## src/rtl/irqc_pkg.sv

```systemverilog
package irqc_pkg;
  // byte offsets of the register map
  localparam int unsigned OFS_CFG      = 'h010;
  localparam int unsigned OFS_STATUS   = 'h040;
  localparam int unsigned OFS_CTRL     = 'h048;
  localparam int unsigned OFS_IDLE     = 'h050;
  localparam int unsigned OFS_MASK0    = 'h084;
  localparam int unsigned MASK_STRIDE  = 'h020;
  localparam int unsigned OFS_PRIO0    = 'h100;
  localparam int unsigned PRIO_STRIDE  = 4;

  // field positions
  localparam int unsigned ACK_BIT      = 0;
  localparam int unsigned PRIO_LSB     = 2;

  typedef enum logic [1:0] {
    ST_OPEN = 2'd0,   // arbitration allowed
    ST_HELD = 2'd1,   // selection frozen, request high
    ST_REST = 2'd2    // one quiet cycle after acknowledge
  } hold_state_t;
endpackage

```

## src/rtl/irqc_regs.sv

```systemverilog
module irqc_regs
  import irqc_pkg::*;
#(
  parameter int NUM_SRC = 128,
  parameter int PRIO_W  = 6,
  parameter int ADDR_W  = 12,
  parameter int DATA_W  = 32
) (
  input  logic                      clk,
  input  logic                      rst_n,
  input  logic [ADDR_W-1:0]         addr,
  input  logic                      wr,
  input  logic [DATA_W-1:0]         wdata,
  input  logic [DATA_W-1:0]         stat_word,
  output logic [DATA_W-1:0]         rdata,
  output logic [NUM_SRC-1:0]        mask_vec,
  output logic [NUM_SRC*PRIO_W-1:0] prio_flat,
  output logic                      ack_wr
);
  localparam int MASK_WORDS = NUM_SRC / DATA_W;

  logic [DATA_W-1:0] cfg_q, idle_q;
  logic [DATA_W-1:0] mask_q [MASK_WORDS];
  logic [PRIO_W-1:0] prio_q [NUM_SRC];

  assign ack_wr = wr && (addr == ADDR_W'(OFS_CTRL)) && wdata[ACK_BIT];

  always_ff @(posedge clk or negedge rst_n) begin
    if (!rst_n) begin
      cfg_q  <= '0;
      idle_q <= '0;
    end else if (wr) begin
      if (addr == ADDR_W'(OFS_CFG))  cfg_q  <= wdata;
      if (addr == ADDR_W'(OFS_IDLE)) idle_q <= wdata;
    end
  end

  for (genvar w = 0; w < MASK_WORDS; w++) begin : g_mask
    logic hit;
    assign hit = wr && (addr == ADDR_W'(OFS_MASK0 + w * MASK_STRIDE));
    always_ff @(posedge clk or negedge rst_n) begin
      if (!rst_n)   mask_q[w] <= '1;
      else if (hit) mask_q[w] <= wdata;
    end
    assign mask_vec[w*DATA_W +: DATA_W] = mask_q[w];
  end

  for (genvar i = 0; i < NUM_SRC; i++) begin : g_prio
    logic hit;
    assign hit = wr && (addr == ADDR_W'(OFS_PRIO0 + i * PRIO_STRIDE));
    always_ff @(posedge clk or negedge rst_n) begin
      if (!rst_n)   prio_q[i] <= '0;
      else if (hit) prio_q[i] <= wdata[PRIO_LSB +: PRIO_W];
    end
    assign prio_flat[i*PRIO_W +: PRIO_W] = prio_q[i];
  end

  always_comb begin
    rdata = '0;
    if (addr == ADDR_W'(OFS_CFG))    rdata = cfg_q;
    if (addr == ADDR_W'(OFS_IDLE))   rdata = idle_q;
    if (addr == ADDR_W'(OFS_STATUS)) rdata = stat_word;
    for (int w = 0; w < MASK_WORDS; w++)
      if (addr == ADDR_W'(OFS_MASK0 + w * MASK_STRIDE)) rdata = mask_q[w];
    for (int i = 0; i < NUM_SRC; i++)
      if (addr == ADDR_W'(OFS_PRIO0 + i * PRIO_STRIDE))
        rdata[PRIO_LSB +: PRIO_W] = prio_q[i];
  end
endmodule

```

## src/rtl/irqc_arb.sv

```systemverilog
module irqc_arb #(
  parameter int NUM_SRC = 128,
  parameter int PRIO_W  = 6,
  localparam int SRC_W  = $clog2(NUM_SRC)
) (
  input  logic [NUM_SRC-1:0]        req,
  input  logic [NUM_SRC*PRIO_W-1:0] prio_flat,
  output logic                      cand_any,
  output logic [SRC_W-1:0]          cand_idx
);
  logic [PRIO_W-1:0] best_p;

  // ascending scan with strict less-than: equal levels keep the lower index
  always_comb begin
    cand_any = 1'b0;
    cand_idx = '0;
    best_p   = '1;
    for (int i = 0; i < NUM_SRC; i++) begin
      if (req[i] && (!cand_any || prio_flat[i*PRIO_W +: PRIO_W] < best_p)) begin
        cand_any = 1'b1;
        cand_idx = SRC_W'(i);
        best_p   = prio_flat[i*PRIO_W +: PRIO_W];
      end
    end
  end
endmodule

```

## src/rtl/irqc_hold.sv

```systemverilog
module irqc_hold
  import irqc_pkg::*;
#(
  parameter int NUM_SRC = 128,
  parameter int DATA_W  = 32,
  localparam int SRC_W  = $clog2(NUM_SRC)
) (
  input  logic               clk,
  input  logic               rst_n,
  input  logic               cand_any,
  input  logic [SRC_W-1:0]   cand_idx,
  input  logic               ack_wr,
  input  logic [NUM_SRC-1:0] req,
  output logic               irq,
  output logic [SRC_W-1:0]   held_src,
  output logic [DATA_W-1:0]  stat_word
);
  localparam logic [DATA_W-1:0] SPUR_WORD = DATA_W'({1'b1, {SRC_W{1'b1}}});

  hold_state_t state_q;
  logic        held_live;

  always_ff @(posedge clk or negedge rst_n) begin
    if (!rst_n) begin
      state_q  <= ST_OPEN;
      held_src <= '0;
    end else begin
      case (state_q)
        ST_OPEN: if (cand_any) begin
          state_q  <= ST_HELD;
          held_src <= cand_idx;
        end
        ST_HELD: if (ack_wr) state_q <= ST_REST;
        default: state_q <= ST_OPEN;
      endcase
    end
  end

  assign irq       = (state_q == ST_HELD);
  assign held_live = req[held_src];
  assign stat_word = (irq && held_live) ? DATA_W'(held_src) : SPUR_WORD;
endmodule

```

## src/rtl/irqc_top.sv

```systemverilog
module irqc_top #(
  parameter int NUM_SRC = 128,
  parameter int PRIO_W  = 6,
  parameter int ADDR_W  = 12,
  parameter int DATA_W  = 32,
  localparam int SRC_W  = $clog2(NUM_SRC)
) (
  input  logic               clk,
  input  logic               rst_n,
  input  logic [ADDR_W-1:0]  bus_addr,
  input  logic               bus_wr,
  input  logic [DATA_W-1:0]  bus_wdata,
  output logic [DATA_W-1:0]  bus_rdata,
  input  logic [NUM_SRC-1:0] src_level,
  output logic               irq_out
);
  logic [NUM_SRC-1:0]        mask_vec;
  logic [NUM_SRC-1:0]        req;
  logic [NUM_SRC*PRIO_W-1:0] prio_flat;
  logic                      ack_wr;
  logic                      cand_any;
  logic [SRC_W-1:0]          cand_idx;
  logic [SRC_W-1:0]          held_src;
  logic [DATA_W-1:0]         stat_word;

  assign req = src_level & ~mask_vec;

  irqc_regs #(.NUM_SRC(NUM_SRC), .PRIO_W(PRIO_W), .ADDR_W(ADDR_W), .DATA_W(DATA_W)) u_regs (
    .clk(clk), .rst_n(rst_n), .addr(bus_addr), .wr(bus_wr), .wdata(bus_wdata),
    .stat_word(stat_word), .rdata(bus_rdata), .mask_vec(mask_vec),
    .prio_flat(prio_flat), .ack_wr(ack_wr)
  );

  irqc_arb #(.NUM_SRC(NUM_SRC), .PRIO_W(PRIO_W)) u_arb (
    .req(req), .prio_flat(prio_flat), .cand_any(cand_any), .cand_idx(cand_idx)
  );

  irqc_hold #(.NUM_SRC(NUM_SRC), .DATA_W(DATA_W)) u_hold (
    .clk(clk), .rst_n(rst_n), .cand_any(cand_any), .cand_idx(cand_idx),
    .ack_wr(ack_wr), .req(req), .irq(irq_out), .held_src(held_src),
    .stat_word(stat_word)
  );
endmodule

```

## config.mk

```make
export PLATFORM = sky130hd
export DESIGN_NAME = irqc_top
export DESIGN_NICKNAME = d
export VERILOG_FILES = /design/src/rtl/irqc_pkg.sv /design/src/rtl/irqc_regs.sv /design/src/rtl/irqc_arb.sv /design/src/rtl/irqc_hold.sv /design/src/rtl/irqc_top.sv
export SDC_FILE = /design/constraint.sdc
export NUM_CORES = 2
export LEC_CHECK = 0
export BUFFER_PORTS_ARGS = -buffer_cell sky130_fd_sc_hd__buf_2
export CELL_PAD_IN_SITES_DETAIL_PLACEMENT = 0
export CELL_PAD_IN_SITES_GLOBAL_PLACEMENT = 1
export CORE_MARGIN = 10
export CORE_UTILIZATION = 46
export CTS_CLUSTER_SIZE = 14
export DETAILED_ROUTE_END_ITERATION = 10
export MAX_ROUTING_LAYER = met4
export PLACE_DENSITY_LB_ADDON = 0.1
export SYNTH_ARGS = -nofsm -noshare
export SYNTH_HDL_FRONTEND = slang
export SYNTH_SLANG_ARGS = --single-unit
export TNS_END_PERCENT = 100
```

## constraint.sdc

```tcl
create_clock -name clk -period 192.2 [get_ports clk]
set_clock_uncertainty 0.05 [all_clocks]
set_input_delay 38.44 -clock clk [delete_from_list [all_inputs] [get_ports clk]]
set_output_delay 38.44 -clock clk [all_outputs]
set_load 0.005 [all_outputs]
```

==> results by group <==
Global routing
  – Total grt overflow: 0
  – Antenna violations before repair: 72
  – Wire length of the first global-routing pass: 638000 microns
  – Vias in the first global route: 95200
  – Total global routing track utilization: 40.0%
  – Pin count of the biggest net entering global routing: between 100 and 150

Logic synthesis
  – Synth Net Count: about 10000
  – Seq cells post-synth: 969
  – Compound-gate portion of the synthesized area: 26.7%
  – Ys async rst share: 100%
  – Number of synthesized flops with an enable pin: 0
  – Yosys warning count: 0
  – Post-Syn Instances: 9921
  – Post-synth top flop: dfrtp_1
  – Sequential area share after synthesis: 27.1%
  – Simple-gate share of the synthesized area: 18.2%
  – Multiplexer area fraction after synthesis: approximately 17%
  – Synth Area in XOR/XNOR: less than 1%
  – Synth Area in Adders: about 5.5%
  – Largest family of logic cells by synthesized area: compound AO/OA/AOI/OAI gates
  – Avg Cell Area, Syn: about 9.1 sq um
  – Distinct cells, synth: about 220
  – Post-Synthesis Cell Area: 90100 sq um

Setup path
  – Reg2Reg Setup Slack: 3420 ps
  – Max FO, Critical Path: 8
  – Crit-path max cell delay: 570 ps
  – CP required: between 150000 and 200000 ps
  – Slowest cell on the critical path: or4_4
  – CP most frequent cell: o21ai_2
  – Kind of critical path: input port to flip-flop
  – Startpoint types: input port
  – Worst Path Arrival: 226510 ps
  – Setup crit end kind: flip-flop

Outcome
  – Status: finished with violations
  – Violated checks: max-capacitance violations, negative setup slack

Floorplan
  – Die area: 214000 sq um
  – Row cnt: 162
  – Initial Util: 46.2%
  – Die Y: 463 microns
  – Core ar.: slightly below 200000 sq um
  – Chip Width: 463 microns
  – Io pins: 208

Detailed routing
  – Final WL: 447000 microns
  – Vias/cell: roughly 6.5
  – Post-route ant nets: 0
  – Vias: 98500
  – DR pass1 iterations: 7
  – Remaining DRCs: 0
  – DR iter-0 viols: 10700
  – Drt wl/cell: roughly 29 microns

Job
  – Max Cap Violations: 1

STA
  – Fin. max-slew vios: 0
  – Final critical-path required period: 225850 ps
  – RSZ-0062 raised after global routing: true
  – Max_slew headroom: 1.28%
  – Final setup vio count: 7
  – Fmax: 4.43 MHz
  – Tcrit/Tclk final: 118%
  – Slew @ Worst Pin: 1480 ps
  – Final Hold Fails: 0
  – Setup_tns: -235380 ps
  – Final worst slack: -33650 ps

Finish
  – P&R area growth vs syn: 37.3%
  – Commonest non-fill, non-tap cell in the layout: buf_4
  – Most frequent cells in the layout: 2650 x buf_4, 997 x mux2_2, 838 x dfrtp_1
  – Nets: roughly 13000
  – Fin util: 63.5%
  – Finished Layout Cells: around 15000
  – Filler Cell Count: 16600
  – Fraction of layout cells with a size suffix above 1: 52.1%

Placement
  – Dpl cells: 14400
  – Post-DP HPWL: 340000 microns
  – IO buf count: 207
  – Final GP Congestion: roughly 1.0
  – DP Worst Slack: -38870 ps

Clock network
  – Clock Path Buffers: 3
  – CTS Buf Count: 113
  – Sink Count: 969
  – Clock-pin slew on the worst setup and hold paths: 60 ps
  – CTS tree: built
  – # H-tree levels: 3
  – Clock latency on the worst-skew pair: 810 ps
  – Root buffer cell: clkbuf_16

Hold path
  – Worst min-delay path class: flip-flop to flip-flop
-- metal layers --
metal / part of all wire (%) / track usage, % / up-vias / routed length [microns]
met4: 8.0 / 25.8 / 0 / 35600
met1: 39 / 48.0 / 49100 / 173000
li1: - / - / 43100 / -
met5: 0 / - / - / 0
met2: 44 / 60.4 / 4997 / 198000
met3: 9.2 / 9.26 / 1305 / 41200
-- cell usage after synthesis, types with 42 or more instances --
| library cell | count | share of area [%] |
|---|---|---|
| and2_2 | 58 | 0.48 |
| a31oi_1 | 118 | 0.82 |
| xnor2_1 | 52 | 0.51 |
| a21o_2 | 44 | 0.43 |
| a21oi_1 | 581 | 3.2 |
| mux2i_1 | 160 | 1.8 |
| o21ai_1 | 56 | 0.31 |
| a22oi_1 | 185 | 1.5 |
| a22o_1 | 42 | 0.41 |
| clkbuf_8 | 57 | 0.87 |
| inv_1 | 295 | 1.2 |
| clkbuf_1 | 209 | 0.87 |
| a221oi_1 | 80 | 0.78 |
| nand3_1 | 217 | 1.2 |
| ha_1 | 385 | 5.3 |
| mux2_2 | 1008 | 13 |
| or2_2 | 64 | 0.44 |
| dfstp_2 | 128 | 3.7 |
| nor3_1 | 219 | 1.2 |
| or2b_2 | 117 | 1.1 |
| nor2_1 | 859 | 3.6 |
| nand4_1 | 58 | 0.40 |
| nand2b_1 | 60 | 0.42 |
| and2b_2 | 59 | 0.57 |
| nor4_1 | 48 | 0.33 |
| buf_6 | 67 | 0.84 |
| o22ai_1 | 137 | 0.95 |
| o21a_1 | 66 | 0.55 |
| buf_1 | 56 | 0.23 |
| o211ai_1 | 89 | 0.74 |
| o21ai_0 | 578 | 3.2 |
| o221ai_1 | 45 | 0.44 |
| a21o_1 | 50 | 0.42 |
| nand2_1 | 944 | 3.9 |
| a222oi_1 | 51 | 0.57 |
| dfrtp_1 | 841 | 23 |
| o31ai_1 | 44 | 0.37 |
| mux2_4 | 47 | 0.78 |
| a211oi_1 | 123 | 1.0 |
-- worst max-delay path: cells and delay by family --
family          cells  cell delay, ps
fa+ha+maj         104           26960
buf+inv            48            5500
compound gates    392           67060
simple gates      243           35120
mux                42           10000
-- area by class of cell --
cell class	instances	area (sq um)	area share, %
Antenna cell	63	158	0.127
Multi-Input combinational cell	8184	69200	55.9
Inverter	298	1130	0.917
Sequential cell	969	24400	19.7
Timing Repair Buffer	2907	21600	17.4
Clock buffer	151	3180	2.57
Tap cell	2624	3280	2.65
Clock inverter	61	836	0.675
-- what timing repair did --
item | 4_1_cts | 5_1_grt
cloned | 4 | 0
gates resized for setup | 438 | 755
pin swaps | 363 | 677
setup buffers | 252 | 289
endpoints found under the setup margin | 7 | 7
hold buffers | 0 | 0
-- stage by stage --
step / hold WS, ps / cell area [sq um]
2_1_floorplan: 429 / 92600
3_3_place_gp: 436 / 110000
3_5_place_dp: 443 / 110000
4_1_cts: 456 / 118000
5_1_grt: 468 / 124000
6_report: 456 / 124000
-- sequential cells by signal (all words and copies together), names as in the netlist --
name,count
u_hold.held_src,7
u_hold.state_q,2
u_regs.cfg_q,32
u_regs.idle_q,32
u_regs.mask_vec,128
u_regs.prio_flat,768
-- path summary, 6_finish.rpt --
path | start | end | depth (start not counted)
setup / recovery | src_level[0] | u_hold.held_src[0] | 829
hold / removal | u_regs.cfg_q[3] | u_regs.cfg_q[3] | 1
setup reg to reg | u_regs.mask_vec[0] | u_hold.held_src[0] | 1070
hold reg to reg | u_regs.cfg_q[3] | u_regs.cfg_q[3] | 1
max in group asynchronous | rst_n | u_regs.prio_flat[356] | 4
min in group asynchronous | rst_n | u_regs.prio_flat[66] | 1
-- kinds of logic (layout without fill, tap and decap cells) --
family                   count (synthesis)  after routing
AND/OR/NAND/NOR                       3201           3204
buffers and inverters                  772           3417
XOR/XNOR                                89             89
other                                    0             63
adder cells (fa/ha/maj)                398            398
AO/OA/AOI/OAI                         3196           3197
multiplexers                          1296           1296
flip-flops                             969            969
Power is left out: the tool's default activity adds up to more than one toggle a clock period on the data nets, which glitch-free logic cannot reach.
